`config.mk`:
```
export PLATFORM = sky130hd
export DESIGN_NAME = rtc_hostbus_if
export DESIGN_NICKNAME = d
export VERILOG_FILES = /design/src/rtl/rtc_bus_pkg.sv /design/src/rtl/rtc_bus_sync.sv /design/src/rtl/rtc_bus_decode.sv /design/src/rtl/rtc_bus_fsm.sv /design/src/rtl/rtc_hostbus_if.sv
export SDC_FILE = /design/constraint.sdc
export NUM_CORES = 1
export LEC_CHECK = 0
export BUFFER_PORTS_ARGS = -buffer_cell sky130_fd_sc_hd__buf_4
export CAP_MARGIN = 20
export CORE_MARGIN = 4
export CORE_UTILIZATION = 45
export DETAILED_ROUTE_END_ITERATION = 8
export HOLD_SLACK_MARGIN = 0.02
export PLACE_DENSITY_LB_ADDON = 0.25
export SLEW_MARGIN = 10
export SYNTH_ARGS = -nofsm -noshare
export SYNTH_HDL_FRONTEND = slang
export SYNTH_SLANG_ARGS = --single-unit
```
`constraint.sdc`:
```
create_clock -name clk -period 2.5 [get_ports clk]
set_input_delay 0.375 -clock clk [delete_from_list [all_inputs] [get_ports clk]]
set_output_delay 0.375 -clock clk [all_outputs]
set_load 0.03 [all_outputs]
```
`src/rtl/rtc_bus_pkg.sv`:
```
package rtc_bus_pkg;

    localparam int BUS_W = 8;

    typedef enum logic [1:0] {
        RGN_CTRL  = 2'd0,
        RGN_STORE = 2'd1,
        RGN_XBANK = 2'd2,
        RGN_NONE  = 2'd3
    } rgn_e;

    typedef enum logic [1:0] {
        ST_IDLE,
        ST_ADDR,
        ST_READ,
        ST_WRITE
    } bus_st_e;

    // bus pins as seen after synchronization
    typedef struct packed {
        logic             as_l;
        logic             ds_l;
        logic             rw_l;
        logic             cs_n;
        logic             xram;
        logic [BUS_W-1:0] ad;
    } pins_t;

endpackage

```
`src/rtl/rtc_bus_sync.sv`:
```
module rtc_bus_sync #(
    parameter int W      = 13,
    parameter int STAGES = 2
) (
    input  logic         clk,
    input  logic [W-1:0] d,
    output logic [W-1:0] q
);
    logic [STAGES-1:0][W-1:0] pipe;

    always_ff @(posedge clk) begin
        pipe[0] <= d;
        for (int i = 1; i < STAGES; i++) begin
            pipe[i] <= pipe[i-1];
        end
    end

    assign q = pipe[STAGES-1];
endmodule

```
`src/rtl/rtc_bus_decode.sv`:
```
module rtc_bus_decode
    import rtc_bus_pkg::*;
#(
    parameter int CTRL_BYTES  = 14,
    parameter int XBANK_BYTES = 128
) (
    input  logic [BUS_W-1:0] addr_i,
    input  logic             xram_i,
    output rgn_e             rgn_o,
    output logic [BUS_W-1:0] idx_o,
    output logic             mapped_o
);
    localparam logic [BUS_W-1:0] CTRL_LIM  = BUS_W'(CTRL_BYTES);
    localparam logic [BUS_W:0]   XBANK_LIM = (BUS_W+1)'(XBANK_BYTES);

    rgn_e             base_rgn;
    logic [BUS_W-1:0] base_idx;
    rgn_e             ext_rgn;

    always_comb begin
        if (addr_i < CTRL_LIM) begin
            base_rgn = RGN_CTRL;
            base_idx = addr_i;
        end else begin
            base_rgn = RGN_STORE;
            base_idx = addr_i - CTRL_LIM;
        end
    end

    generate
        if (XBANK_BYTES > 0) begin : g_xbank
            assign ext_rgn = ({1'b0, addr_i} < XBANK_LIM) ? RGN_XBANK : RGN_NONE;
        end else begin : g_no_xbank
            assign ext_rgn = RGN_NONE;
        end
    endgenerate

    always_comb begin
        rgn_o    = xram_i ? ext_rgn : base_rgn;
        idx_o    = xram_i ? addr_i  : base_idx;
        mapped_o = (rgn_o != RGN_NONE);
    end
endmodule

```
`src/rtl/rtc_bus_fsm.sv`:
```
module rtc_bus_fsm
    import rtc_bus_pkg::*;
(
    input  logic             clk,
    input  logic             rst_n,
    input  logic             mode_i,
    input  pins_t            pin_s,
    input  logic             mapped_i,
    input  logic [BUS_W-1:0] acc_rdata_i,
    output logic [BUS_W-1:0] addr_q_o,
    output logic             xram_q_o,
    output logic             acc_rd_o,
    output logic             acc_wr_o,
    output logic [BUS_W-1:0] acc_wdata_o,
    output logic [BUS_W-1:0] ad_o,
    output logic             ad_oe_o
);
    bus_st_e          st_q, st_d;
    logic             moto_q;
    logic             as_p, ds_p, rw_p;
    logic [BUS_W-1:0] rdata_q;

    logic as_fall, ds_rise, ds_fall, rw_rise, rw_fall, cs_ok;
    logic rd_go, wr_go;

    // edges on the synchronized strobes
    always_comb begin
        as_fall = as_p & ~pin_s.as_l;
        ds_rise = ~ds_p & pin_s.ds_l;
        ds_fall = ds_p & ~pin_s.ds_l;
        rw_rise = ~rw_p & pin_s.rw_l;
        rw_fall = rw_p & ~pin_s.rw_l;
        cs_ok   = ~pin_s.cs_n;
    end

    // next state and transfer requests
    always_comb begin
        st_d  = st_q;
        rd_go = 1'b0;
        wr_go = 1'b0;
        if (as_fall) begin
            st_d = ST_ADDR;                              // latch
        end else begin
            unique case (st_q)
                ST_IDLE: st_d = ST_IDLE;
                ST_ADDR: begin
                    if (moto_q) begin
                        if (ds_rise && cs_ok) begin
                            if (pin_s.rw_l) begin
                                st_d  = ST_READ;         // open_rd
                                rd_go = 1'b1;
                            end else begin
                                st_d = ST_WRITE;         // open_wr
                            end
                        end
                    end else begin
                        if (ds_fall && cs_ok) begin
                            st_d  = ST_READ;             // open_rd
                            rd_go = 1'b1;
                        end else if (rw_fall && cs_ok) begin
                            st_d = ST_WRITE;             // open_wr
                        end
                    end
                end
                ST_READ: begin
                    if (!cs_ok) begin
                        st_d = ST_IDLE;                  // abort
                    end else if (moto_q ? ds_fall : ds_rise) begin
                        st_d = ST_IDLE;                  // close_rd
                    end
                end
                ST_WRITE: begin
                    if (!cs_ok) begin
                        st_d = ST_IDLE;                  // abort
                    end else if (moto_q ? ds_fall : rw_rise) begin
                        st_d  = ST_IDLE;                 // commit
                        wr_go = 1'b1;
                    end
                end
                default: st_d = ST_IDLE;
            endcase
        end
    end

    // state register
    always_ff @(posedge clk) begin
        if (!rst_n) begin
            st_q <= ST_IDLE;
        end else begin
            st_q <= st_d;
        end
    end

    // mode capture, strobe history, address and read-data holding
    always_ff @(posedge clk) begin
        as_p <= pin_s.as_l;
        ds_p <= pin_s.ds_l;
        rw_p <= pin_s.rw_l;
        if (!rst_n) begin
            moto_q   <= mode_i;
            addr_q_o <= '0;
            xram_q_o <= 1'b0;
            rdata_q  <= '1;
        end else begin
            if (as_fall) begin
                addr_q_o <= pin_s.ad;
                xram_q_o <= pin_s.xram;
            end
            if (rd_go) begin
                rdata_q <= mapped_i ? acc_rdata_i : '1;
            end
        end
    end

    // outputs
    always_comb begin
        acc_rd_o    = rd_go & mapped_i;
        acc_wr_o    = wr_go & mapped_i;
        acc_wdata_o = pin_s.ad;
        ad_oe_o     = (st_q == ST_READ);
        ad_o        = rdata_q;
    end
endmodule

```
`src/rtl/rtc_hostbus_if.sv`:
```
module rtc_hostbus_if
    import rtc_bus_pkg::*;
#(
    parameter int CTRL_BYTES  = 14,
    parameter int XBANK_BYTES = 128,
    parameter int SYNC_STAGES = 2
) (
    input  logic             clk,
    input  logic             rst_n,
    input  logic             mode_moto_i,
    input  logic             as_i,
    input  logic             ds_i,
    input  logic             rw_i,
    input  logic             cs_n_i,
    input  logic             xram_i,
    input  logic [BUS_W-1:0] ad_i,
    output logic [BUS_W-1:0] ad_o,
    output logic             ad_oe_o,
    output logic             acc_rd_o,
    output logic             acc_wr_o,
    output logic [1:0]       acc_rgn_o,
    output logic [BUS_W-1:0] acc_idx_o,
    output logic [BUS_W-1:0] acc_wdata_o,
    input  logic [BUS_W-1:0] acc_rdata_i
);
    localparam int PIN_W = $bits(pins_t);

    logic [PIN_W-1:0] raw_pins, sync_pins;
    pins_t            pin_s;
    logic [BUS_W-1:0] addr_q;
    logic             xram_q;
    rgn_e             rgn;
    logic             mapped;

    assign raw_pins = {as_i, ds_i, rw_i, cs_n_i, xram_i, ad_i};

    rtc_bus_sync #(.W(PIN_W), .STAGES(SYNC_STAGES)) u_sync (
        .clk (clk),
        .d   (raw_pins),
        .q   (sync_pins)
    );

    assign pin_s = pins_t'(sync_pins);

    rtc_bus_fsm u_fsm (
        .clk         (clk),
        .rst_n       (rst_n),
        .mode_i      (mode_moto_i),
        .pin_s       (pin_s),
        .mapped_i    (mapped),
        .acc_rdata_i (acc_rdata_i),
        .addr_q_o    (addr_q),
        .xram_q_o    (xram_q),
        .acc_rd_o    (acc_rd_o),
        .acc_wr_o    (acc_wr_o),
        .acc_wdata_o (acc_wdata_o),
        .ad_o        (ad_o),
        .ad_oe_o     (ad_oe_o)
    );

    rtc_bus_decode #(.CTRL_BYTES(CTRL_BYTES), .XBANK_BYTES(XBANK_BYTES)) u_dec (
        .addr_i   (addr_q),
        .xram_i   (xram_q),
        .rgn_o    (rgn),
        .idx_o    (acc_idx_o),
        .mapped_o (mapped)
    );

    assign acc_rgn_o = rgn;
endmodule

```
* Yosys cells after proc, flatten, opt, wreduce, memory -nomap -nowiden
Cells that the tools add are included.
Widths: inputs -> output; s select.
** Cells by class
- Bitwise operators :: 14
- Reduce and logical (&&, ||, !) cells :: 7
- Add/sub/neg operators :: 1
- Magnitude comparators :: 2
- Equality and inequality tests :: 12
- Mux-type cells :: 29
** Operators by type and width (number)
- $mux 8 :: 3
- $mux 2 :: 9
- $mux 1 :: 16
- $lt 8x4->1 const B :: 1
- $lt 8x8->1 const B :: 1
- $ne 4x1->1 const B :: 2
- $pmux 2 s4 :: 1
- $reduce_and 4->1 :: 2
- $sub 8x4->8 const B :: 1
- $and 1x1->1 :: 7
- $not 1->1 :: 7
- $ne 5x1->1 const B :: 1
- $eq 2x2->1 const B :: 2
- $ne 4x2->1 const B :: 1
- $ne 4x4->1 const B :: 1
- $logic_and 1x1->1 :: 3
- $ne 3x1->1 const B :: 1
- $ne 3x2->1 const B :: 1
- $ne 3x3->1 const B :: 1
- $eq 2x1->1 const B :: 1
- $logic_not 2->1 :: 1
- $ne 2x2->1 const B :: 1
- $reduce_or 2->1 :: 1
** Word-level totals
- Register bits after elaboration :: 49
- Input port bits :: 24
- Word-level logic and storage cells :: 76
- Output and inout bits :: 29

* Logic depth before layout (Yosys ltp)
Gate-level depths: netlist of run 1.
- Depth in word-level cells :: 8
- Depth in mapped cells :: 6
- Gate-level depth less buffers :: 5

* Cells and area by module
From an unflattened synthesis of run 1, not the netlist that was laid out.
** Unflattened totals
- Cell total of the unflattened synthesis :: 192
- Area total of the unflattened synthesis :: 1900.6 um^2
** By module, submodules not included
- rtc_bus_fsm :: times used 1, cells each 121, area an instance 1068.5 um^2, seq. area each 470.5 um^2
- rtc_bus_sync :: times used 1, cells each 39, area an instance 618.1 um^2, seq. area each 520.5 um^2
- rtc_bus_decode :: times used 1, cells each 32, area an instance 214.0 um^2, seq. area each 0.0 um^2

* Worst setup path before layout of run 1
Ideal clock, no wire load.
- Path type :: register to output
- Start point :: reg u_fsm.addr_q_o[7]
- End point :: out acc_idx_o[3]
- Arrival :: 1.384 ns
- Cell stages (with the launch flop) :: 5
- Buffers on the path :: 0
- Data required time :: 2.125 ns
- Slack :: 0.741 ns
- Cell sequence :: dfxtp_1 > or4_4 > a21oi_1 > o21ai_1 > o21ai_1
** On the way
- Longest elaborated chain between the ends :: 3
** RTL lines
- from (decl) :: line rtc_bus_fsm.sv:10 : output logic [BUS_W-1:0] addr_q_o,
- from (signal assigned) :: line rtc_bus_fsm.sv:106 : addr_q_o <= pin_s.ad;
- $lt 8x4->1 :: line rtc_bus_decode.sv:21 : if (addr_i < CTRL_LIM) begin
- $mux 8 :: line rtc_bus_decode.sv:21
- $mux 8 :: line rtc_bus_decode.sv:40 : idx_o = xram_i ? addr_i : base_idx;
- to (decl) :: line rtc_hostbus_if.sv:22 : output logic [BUS_W-1:0] acc_idx_o,
No other way between the ends.

* Worst setup path in the final report of run 1
- Start point :: reg u_fsm.addr_q_o[7]
- End point :: out acc_idx_o[1]
The elaborated chain is that of the path after synthesis.

==> impl_metrics.json, run 1 <==
{
  "start_kind": "register",
  "numPortBuffers": 52,
  "yosys_warnings": 0,
  "synth.top_cell.area_share_pct": 53.9,
  "timing.setup.tns_ps": 0,
  "coreArea_um2": 3740,
  "pre_cts_ws_ps": 675,
  "ir_worst_vdd_mv": 0.459,
  "nFillCells": 366,
  "crit_end": "acc_idx_o[1]",
  "cts_sinks": 49,
  "rr_startpoint": "u_fsm.moto_q",
  "powerDensity_nw_per_um2": 683,
  "postCtsSetupBuffers": 0,
  "cts_buffer_depth": 2,
  "row_count": 22,
  "synth.ff_latch_count": 49,
  "setup_ws_ps": 362,
  "r2r_cells": 4,
  "viasPerCell": 4.86,
  "final_util_pct": 59.2,
  "fp.dieW_um": 70.9,
  "grt_pass1_wl_mm": 5.67,
  "fin_crit_sh_pct": 85.5,
  "hold_class": "in -> reg",
  "die_h_um": 70.9,
  "drc_errors": 0,
  "finClkSkew_ps": 3.04,
  "drtIter0Drc": 83,
  "p_switching_uw": 401,
  "start_util_pct": 47.6,
  "combPwrFrac_pct": 13.1,
  "ant_nets": 0,
  "critical_path_class": "reg -> out",
  "syn_to_final_growth_pct": 24.4,
  "hold_slack_ps": 174,
  "overflow": 0,
  "hold_buffers": 0,
  "intPower_mw": 1.11,
  "synth.avg_cell_area_um2": 9.53,
  "max_freq_mhz": 468,
  "antennaDiodeCount": 0,
  "r2r_slack_ps": 1010,
  "cts_inserted_buffers": 5,
  "vias": 1362,
  "cp.required_ps": 2120,
  "cts_tree": "built",
  "syn_nets": 212,
  "arrival_ps": 1760,
  "wl_per_cell_um": 11.7,
  "dr.pass1.iters": 4,
  "leakage_nw": 0.971,
  "place.gp.congestion": 0.781,
  "timing.rr.end": "u_fsm.st_q[0]",
  "seq_power_share_pct": 56.0,
  "antenna_found_initial": 0,
  "synth.top_cells.by_area": "dfxtp_1 (54%), nand2_1 (5.5%), buf_4 (5.1%), a21oi_1 (4.8%), nor2_1 (4.6%)",
  "swShare_pct": 26.5,
  "dieArea_um2": 5030,
  "grt_max_degree": 20,
  "max_slew.worst_pin.slew_ps": 541,
  "drv_cap": 0,
  "synth-seq-area-share_pct": 55.6,
  "crit_start": "u_fsm.addr_q_o[7]",
  "clock_latency_ps": 290,
  "post_route_cells_drive_above_1_share_pct": 29.3,
  "syn_area_um2": 1780,
  "h-tree-depth": 2,
  "cts_resized": 0,
  "rsz0062_at_grt": "no",
  "path_clk_slew_ps": 90,
  "grt_util_all_layers_pct": 13.9,
  "grt_pass1_vias": 1296,
  "yosysTopAreaCell": "dfxtp_1",
  "place_hpwl_mm": 2.46,
  "critPathCaptureType": "output pin",
  "synth_cell_types": 38,
  "syn_inst": 187,
  "finalNetCount": 256,
  "drt-total-wl_mm": 3.27,
  "min_period_ps": 2140,
  "outcome": "completed",
  "setup_viol": 0,
  "worstPathMaxFanout": 8,
  "finalHoldViolations": 0,
  "clock-root-buffer": "clkbuf_8",
  "pwr-share-clk_pct": 30.9,
  "max-slew-margin-rel_pct": 63.6,
  "io_pins": 53,
  "drv_slew": 0
}
-- cells in the mapped netlist, drive strengths merged --
master / n
a211o: 1
a21o: 4
a21oi: 17
a221oi: 1
a22oi: 1
a31oi: 2
and2: 1
and3: 1
and3b: 1
buf: 16
clkbuf: 1
clkinv: 1
dfxtp: 48
edfxtp: 1
ha: 1
inv: 3
mux2i: 8
nand2: 26
nand2b: 3
nand3: 3
nand4: 1
nor2: 22
nor2b: 4
nor3: 5
nor4: 2
nor4b: 1
nor4bb: 1
o21ai: 5
o2bb2ai: 1
o31ai: 1
o32a: 1
or2: 1
or2b: 1
or4: 1
-- routing by layer --
| layer | vias to the layer above | wire, um | track usage (%) |
|---|---|---|---|
| met5 | - | 0 | 0 |
| met4 | 0 | 41 | 4.38 |
| met3 | 5 | 218 | 4.83 |
| met2 | 31 | 1470 | 21.6 |
| met1 | 616 | 1540 | 18.1 |
| li1 | 710 | - | - |
-- layout by cell type, fill, tap and decap left out, types with 2 or more instances in the layout --
cell type / n
nor4_1: 2
mux2i_1: 8
o21ai_0: 2
buf_4: 54
nand2_1: 26
clkbuf_8: 5
nand2b_1: 3
nor3_1: 5
dfxtp_1: 48
nand3_1: 3
o21ai_1: 3
nor2_1: 22
a21o_1: 3
a21oi_1: 17
a31oi_1: 2
inv_1: 3
nor2b_1: 4
-- power by group through the flow --
stage,combinational (mW),sequential (mW),clock [mW]
final,0.199,0.848,0.468
after global routing,0.219,0.854,0.518
after CTS,0.201,0.848,0.483
after detailed placement,0.201,0.866,0
after global placement,0.199,0.864,0
after floorplan,0.143,0.855,0
-- worst min path at each step --
stage / start / to / cells past startpoint
after global placement: u_sync.pipe[2] / u_sync.q[2] / 0
after floorplan: u_sync.pipe[0] / u_sync.q[0] / 0
after global routing: as_i / u_sync.pipe[12] / 1
final: as_i / u_sync.pipe[12] / 1
after CTS: as_i / u_sync.pipe[12] / 1
after detailed placement: u_sync.pipe[12] / u_sync.q[12] / 0
-- metrics by stage --
stage          instance area [um^2]  power [mW]  instances
3_3_place_gp                   2120        1.06        272
2_1_floorplan                  1780       0.998        187
3_5_place_dp                   2120        1.07        272
5_1_grt                        2220        1.59        280
4_1_cts                        2220        1.53        280
6_report                       2220        1.51        280
-- state kept, by name, indices dropped and copies added, names as in the netlist --
name / cells
u_sync.pipe: 13
u_sync.q: 13
u_fsm.ad_o: 8
u_fsm.addr_q_o: 8
u_fsm.st_q: 2
u_fsm.as_p: 1
u_fsm.ds_p: 1
u_fsm.moto_q: 1
u_fsm.rw_p: 1
u_fsm.xram_q_o: 1
-- worst max-delay path: stages, from the launching register on --
cell and delay, ps:
dfxtp_1 380, or4_4 580, a21oi_1 140, o21ai_1 80, o31ai_1 80, buf_4 200
-- cells by family (layout without fill, tap and decap cells) --
group | after synthesis | in the layout | synth area share [%]
and+or+nand+nor | 74 | 74 | 19.8
DFF | 49 | 49 | 55.6
adders and majority gates | 1 | 1 | 0.702
AOI/OAI and AO/OA | 34 | 34 | 11.6
muxes | 8 | 8 | 4.49
buffers and inverters | 21 | 66 | 7.79
-- cell type report --
class / instances / area, um^2 / share of cell area, %
Timing Repair Buffer: 54 / 405 / 18.3
Sequential cell: 49 / 991 / 44.7
Tap cell: 48 / 60.1 / 2.71
Clock buffer: 5 / 68.8 / 3.10
Clock inverter: 3 / 25.0 / 1.13
Inverter: 4 / 15.0 / 0.677
Multi-Input combinational cell: 117 / 652 / 29.4
Note: power is estimated with default switching activity, not from simulation.
==> run 2: changes to the inputs <==
--- a/config.mk
+++ b/config.mk
@@ -11,6 +11,7 @@
 export CORE_UTILIZATION = 45
 export DETAILED_ROUTE_END_ITERATION = 8
 export HOLD_SLACK_MARGIN = 0.02
+export MAX_ROUTING_LAYER = met4
 export PLACE_DENSITY_LB_ADDON = 0.25
 export SLEW_MARGIN = 10
 export SYNTH_ARGS = -nofsm -noshare
==> impl_metrics.json, run 2 (synthesized netlist as in run 1, its figures left out) <==
{
  "outcome": "completed",
  "grt_util_all_layers_pct": 14.3,
  "max-slew-margin-rel_pct": 64.0,
  "critPathCaptureType": "output pin",
  "intPower_mw": 1.11,
  "min_period_ps": 2140,
  "overflow": 0,
  "grt_pass1_vias": 1292,
  "pwr-share-clk_pct": 30.9,
  "antenna_found_initial": 0,
  "ant_nets": 0,
  "die_h_um": 70.9,
  "r2r_slack_ps": 1010,
  "path_clk_slew_ps": 90,
  "h-tree-depth": 2,
  "drv_slew": 0,
  "cts_sinks": 49,
  "io_pins": 53,
  "drtIter0Drc": 104,
  "rsz0062_at_grt": "no",
  "drt-total-wl_mm": 3.27,
  "drc_errors": 0,
  "cts_tree": "built",
  "setup_viol": 0,
  "finalHoldViolations": 0,
  "critPathTopFamily": "simple AND/OR/NAND/NOR gates",
  "clock_latency_ps": 290,
  "pre_cts_ws_ps": 675,
  "drv_cap": 0,
  "place.gp.congestion": 0.791,
  "cts_resized": 0,
  "syn_to_final_growth_pct": 24.4,
  "dieArea_um2": 5030,
  "cts_buffer_depth": 2,
  "critical_path_class": "reg -> out",
  "powerDensity_nw_per_um2": 683,
  "max_freq_mhz": 468,
  "critPathSlowestCell": "or4_4",
  "postCtsSetupBuffers": 0,
  "cts_inserted_buffers": 5,
  "p_switching_uw": 402,
  "finalNetCount": 256,
  "dr.pass1.iters": 4,
  "coreArea_um2": 3740,
  "start_util_pct": 47.6,
  "grt_max_degree": 20,
  "numPortBuffers": 52,
  "row_count": 22,
  "clock-root-buffer": "clkbuf_8",
  "fp.dieW_um": 70.9,
  "hold_buffers": 0,
  "antennaDiodeCount": 0,
  "cp_num_buf_inv": 1,
  "arrival_ps": 1760,
  "worstPathMaxFanout": 8,
  "nFillCells": 366,
  "viasPerCell": 4.87,
  "seq_power_share_pct": 56.0,
  "swShare_pct": 26.5,
  "final_common_cell": "buf_4",
  "grt_pass1_wl_mm": 5.69,
  "slowest_delay_ps": 580,
  "timing.setup.tns_ps": 0,
  "wl_per_cell_um": 11.7,
  "place_hpwl_mm": 2.46,
  "crit_chain": "or4_4 > a21oi_1 > o21ai_1 > o31ai_1 > buf_4",
  "combPwrFrac_pct": 13.1,
  "hold_class": "in -> reg",
  "finClkSkew_ps": 3.66,
  "max_slew.worst_pin.slew_ps": 536,
  "cp.required_ps": 2120,
  "start_kind": "register",
  "leakage_nw": 0.971,
  "ir_worst_vdd_mv": 0.461,
  "setup_ws_ps": 364,
  "final_cell_mix": "buf_4 (54), dfxtp_1 (48), nand2_1 (26)",
  "vias": 1364,
  "post_route_cells_drive_above_1_share_pct": 29.3,
  "fin_crit_sh_pct": 85.4
}
==> run 2: cell counts in the layout (fill, tap and decap cells not counted) <==
No cell type changed its count.
==> run 2: layer usage <==
metal / track usage (%) / routed length, um
met5: - / 0
met4: 4.38 / 41
met3: 4.26 / 192
met1: 18.7 / 1560
met2: 21.5 / 1480
==> run 2: worst reg2reg max path: stages (launching register included) <==
cell	delay (ps)
edfxtp_1	530
and3b_4	250
nor4_1	400
nor3_1	100
a21oi_1	150
==> run 2: layout make-up <==
class	instances	area, um^2	share of cell area (%)
Inverter	4	15.0	0.677
Clock inverter	3	25.0	1.13
Tap cell	48	60.1	2.71
Sequential cell	49	991	44.7
Multi-Input combinational cell	117	652	29.4
Timing Repair Buffer	54	405	18.3
Clock buffer	5	68.8	3.10
==> run 2: worst paths after layout <==
path,start,to,cells after the start
max,u_fsm.addr_q_o[7],acc_idx_o[1],5
min,as_i,u_sync.pipe[12],1
max reg2reg,u_fsm.moto_q,u_fsm.st_q[0],4
min reg2reg,u_sync.pipe[10],u_sync.q[10],0
==> run 2: power groups by stage <==
stage               registers [mW]  clock network, mW  logic (mW)
floorplan                    0.855                  0       0.143
global placement             0.864                  0       0.199
detailed placement           0.866                  0       0.201
CTS                          0.848              0.483       0.201
global route                 0.854              0.518       0.219
finish                       0.848              0.468       0.199
==> run 2: per-stage QoR <==
stage	std cells	power, mW	area, um^2	hold WS, ps	util [%]
after floorplan	187	0.998	1780	310	-
after global placement	272	1.06	2120	310	56.7
after detailed placement	272	1.07	2120	313	56.7
after CTS	280	1.53	2220	167	59.2
after global routing	280	1.59	2220	153	59.2
final	280	1.51	2220	174	59.2
==> run 3: changes to the inputs <==
--- a/config.mk
+++ b/config.mk
@@ -9,10 +9,12 @@
 export CAP_MARGIN = 20
 export CORE_MARGIN = 4
 export CORE_UTILIZATION = 45
+export CTS_CLUSTER_SIZE = 24
 export DETAILED_ROUTE_END_ITERATION = 8
 export HOLD_SLACK_MARGIN = 0.02
 export MAX_ROUTING_LAYER = met4
 export PLACE_DENSITY_LB_ADDON = 0.25
+export REMOVE_ABC_BUFFERS = 1
 export SLEW_MARGIN = 10
 export SYNTH_ARGS = -nofsm -noshare
 export SYNTH_HDL_FRONTEND = slang
==> impl_metrics.json, run 3 (synthesized netlist as in run 1, its figures left out) <==
{
  "cp.required_ps": 2120,
  "critical_path_class": "reg -> out",
  "cts_tree": "built",
  "setup_viol": 0,
  "r2r_cells": 4,
  "drv_slew": 0,
  "outcome": "completed",
  "max_freq_mhz": 478,
  "place_hpwl_mm": 2.41,
  "grt_pass1_wl_mm": 5.42,
  "dp.cells": 272,
  "leakage_nw": 0.975,
  "syn_to_final_growth_pct": 24.6,
  "clock_latency_ps": 290,
  "vias": 1351,
  "grt_util_all_layers_pct": 13.8,
  "min_from": "cs_n_i",
  "clock-root-buffer": "clkbuf_8",
  "rr_startpoint": "u_fsm.moto_q",
  "overflow": 0,
  "start_util_pct": 47.6,
  "wl_per_cell_um": 11.7,
  "timing.rr.end": "u_fsm.st_q[0]",
  "timing.setup.tns_ps": 0,
  "max_slew.worst_pin.slew_ps": 558,
  "start_kind": "register",
  "powerDensity_nw_per_um2": 683,
  "numPortBuffers": 52,
  "row_count": 22,
  "cts_sinks": 49,
  "max-slew-margin-rel_pct": 62.4,
  "hold_buffers": 0,
  "cts_inserted_buffers": 5,
  "fin_cells": 280,
  "cts_buffer_depth": 2,
  "hold_slack_ps": 181,
  "cts_resized": 0,
  "min_period_ps": 2090,
  "h-tree-depth": 2,
  "finalHoldViolations": 0,
  "ir_worst_vdd_mv": 0.486,
  "viasPerCell": 4.83,
  "drt-total-wl_mm": 3.28,
  "drtIter0Drc": 81,
  "arrival_ps": 1720,
  "antennaDiodeCount": 0,
  "grt_max_degree": 20,
  "hold_class": "in -> reg",
  "final_common_cell": "buf_4",
  "drc_errors": 0,
  "r2r_slack_ps": 1000,
  "antenna_found_initial": 0,
  "holdPathEnd": "u_sync.pipe[9]",
  "ant_nets": 0,
  "coreArea_um2": 3740,
  "fp.dieW_um": 70.9,
  "final_cell_mix": "buf_4 (54), dfxtp_1 (48), nand2_1 (26)",
  "dr.pass1.iters": 4,
  "critPathCaptureType": "output pin",
  "path_clk_slew_ps": 90,
  "place.gp.congestion": 0.860,
  "holdPathStages": 1,
  "post_route_cells_drive_above_1_share_pct": 29.3,
  "worstPathMaxFanout": 8,
  "io_pins": 53,
  "drv_cap": 0,
  "postCtsSetupBuffers": 0,
  "die_h_um": 70.9,
  "dieArea_um2": 5030,
  "fin_crit_sh_pct": 83.7,
  "finalNetCount": 256,
  "rsz0062_at_grt": "no",
  "grt_pass1_vias": 1218,
  "finClkSkew_ps": 5.14
}
[run 3: critical path, stage by stage (launching register included)]
cell and delay, ps:
dfxtp_1 380, or4_4 580, a21oi_1 140, o21ai_1 70, o31ai_1 70, buf_4 200
[run 3: cell type report]
class | count | area [um^2]
Fill cell | 360 | 1520
Inverter | 4 | 15.0
Clock inverter | 2 | 13.8
Multi-Input combinational cell | 117 | 652
Tap cell | 48 | 60.1
Sequential cell | 49 | 991
Clock buffer | 6 | 82.6
Timing Repair Buffer | 54 | 405
[run 3: routing by layer]
metal / track usage [%] / part of all wire, % / vias up
met5: - / 0 / -
met4: 5.01 / 1.2 / 0
met3: 4.97 / 8.0 / 6
met2: 19.4 / 42 / 49
met1: 18.3 / 49 / 584
li1: - / - / 712
[run 3: power by group]
part / internal (mW) / switching, mW
clock: 0.224 / 0.246
combinational: 0.0906 / 0.108
sequential: 0.818 / 0.0290
total: 1.13 / 0.383
[run 3: metrics by stage]
step                      setup WS (ps)  utilization, %  power (mW)  instance area, um^2
after detailed placement            728            56.7        1.07                 2120
final                               407            59.3        1.52                 2220
after global placement              752            56.7        1.06                 2120
after floorplan                     621               -       0.980                 1660
after CTS                           405            59.3        1.53                 2220
after global routing                233            59.3        1.59                 2220
[run 3: how the worst max path moves through the flow]
stage	to	cells past startpoint	start
2_1_floorplan	acc_rd_o	4	u_fsm.as_p
3_3_place_gp	acc_idx_o[1]	5	u_fsm.addr_q_o[7]
3_5_place_dp	acc_idx_o[1]	5	u_fsm.addr_q_o[7]
4_1_cts	acc_idx_o[1]	5	u_fsm.addr_q_o[7]
5_1_grt	acc_idx_o[2]	4	u_fsm.addr_q_o[7]
6_report	acc_idx_o[1]	5	u_fsm.addr_q_o[7]
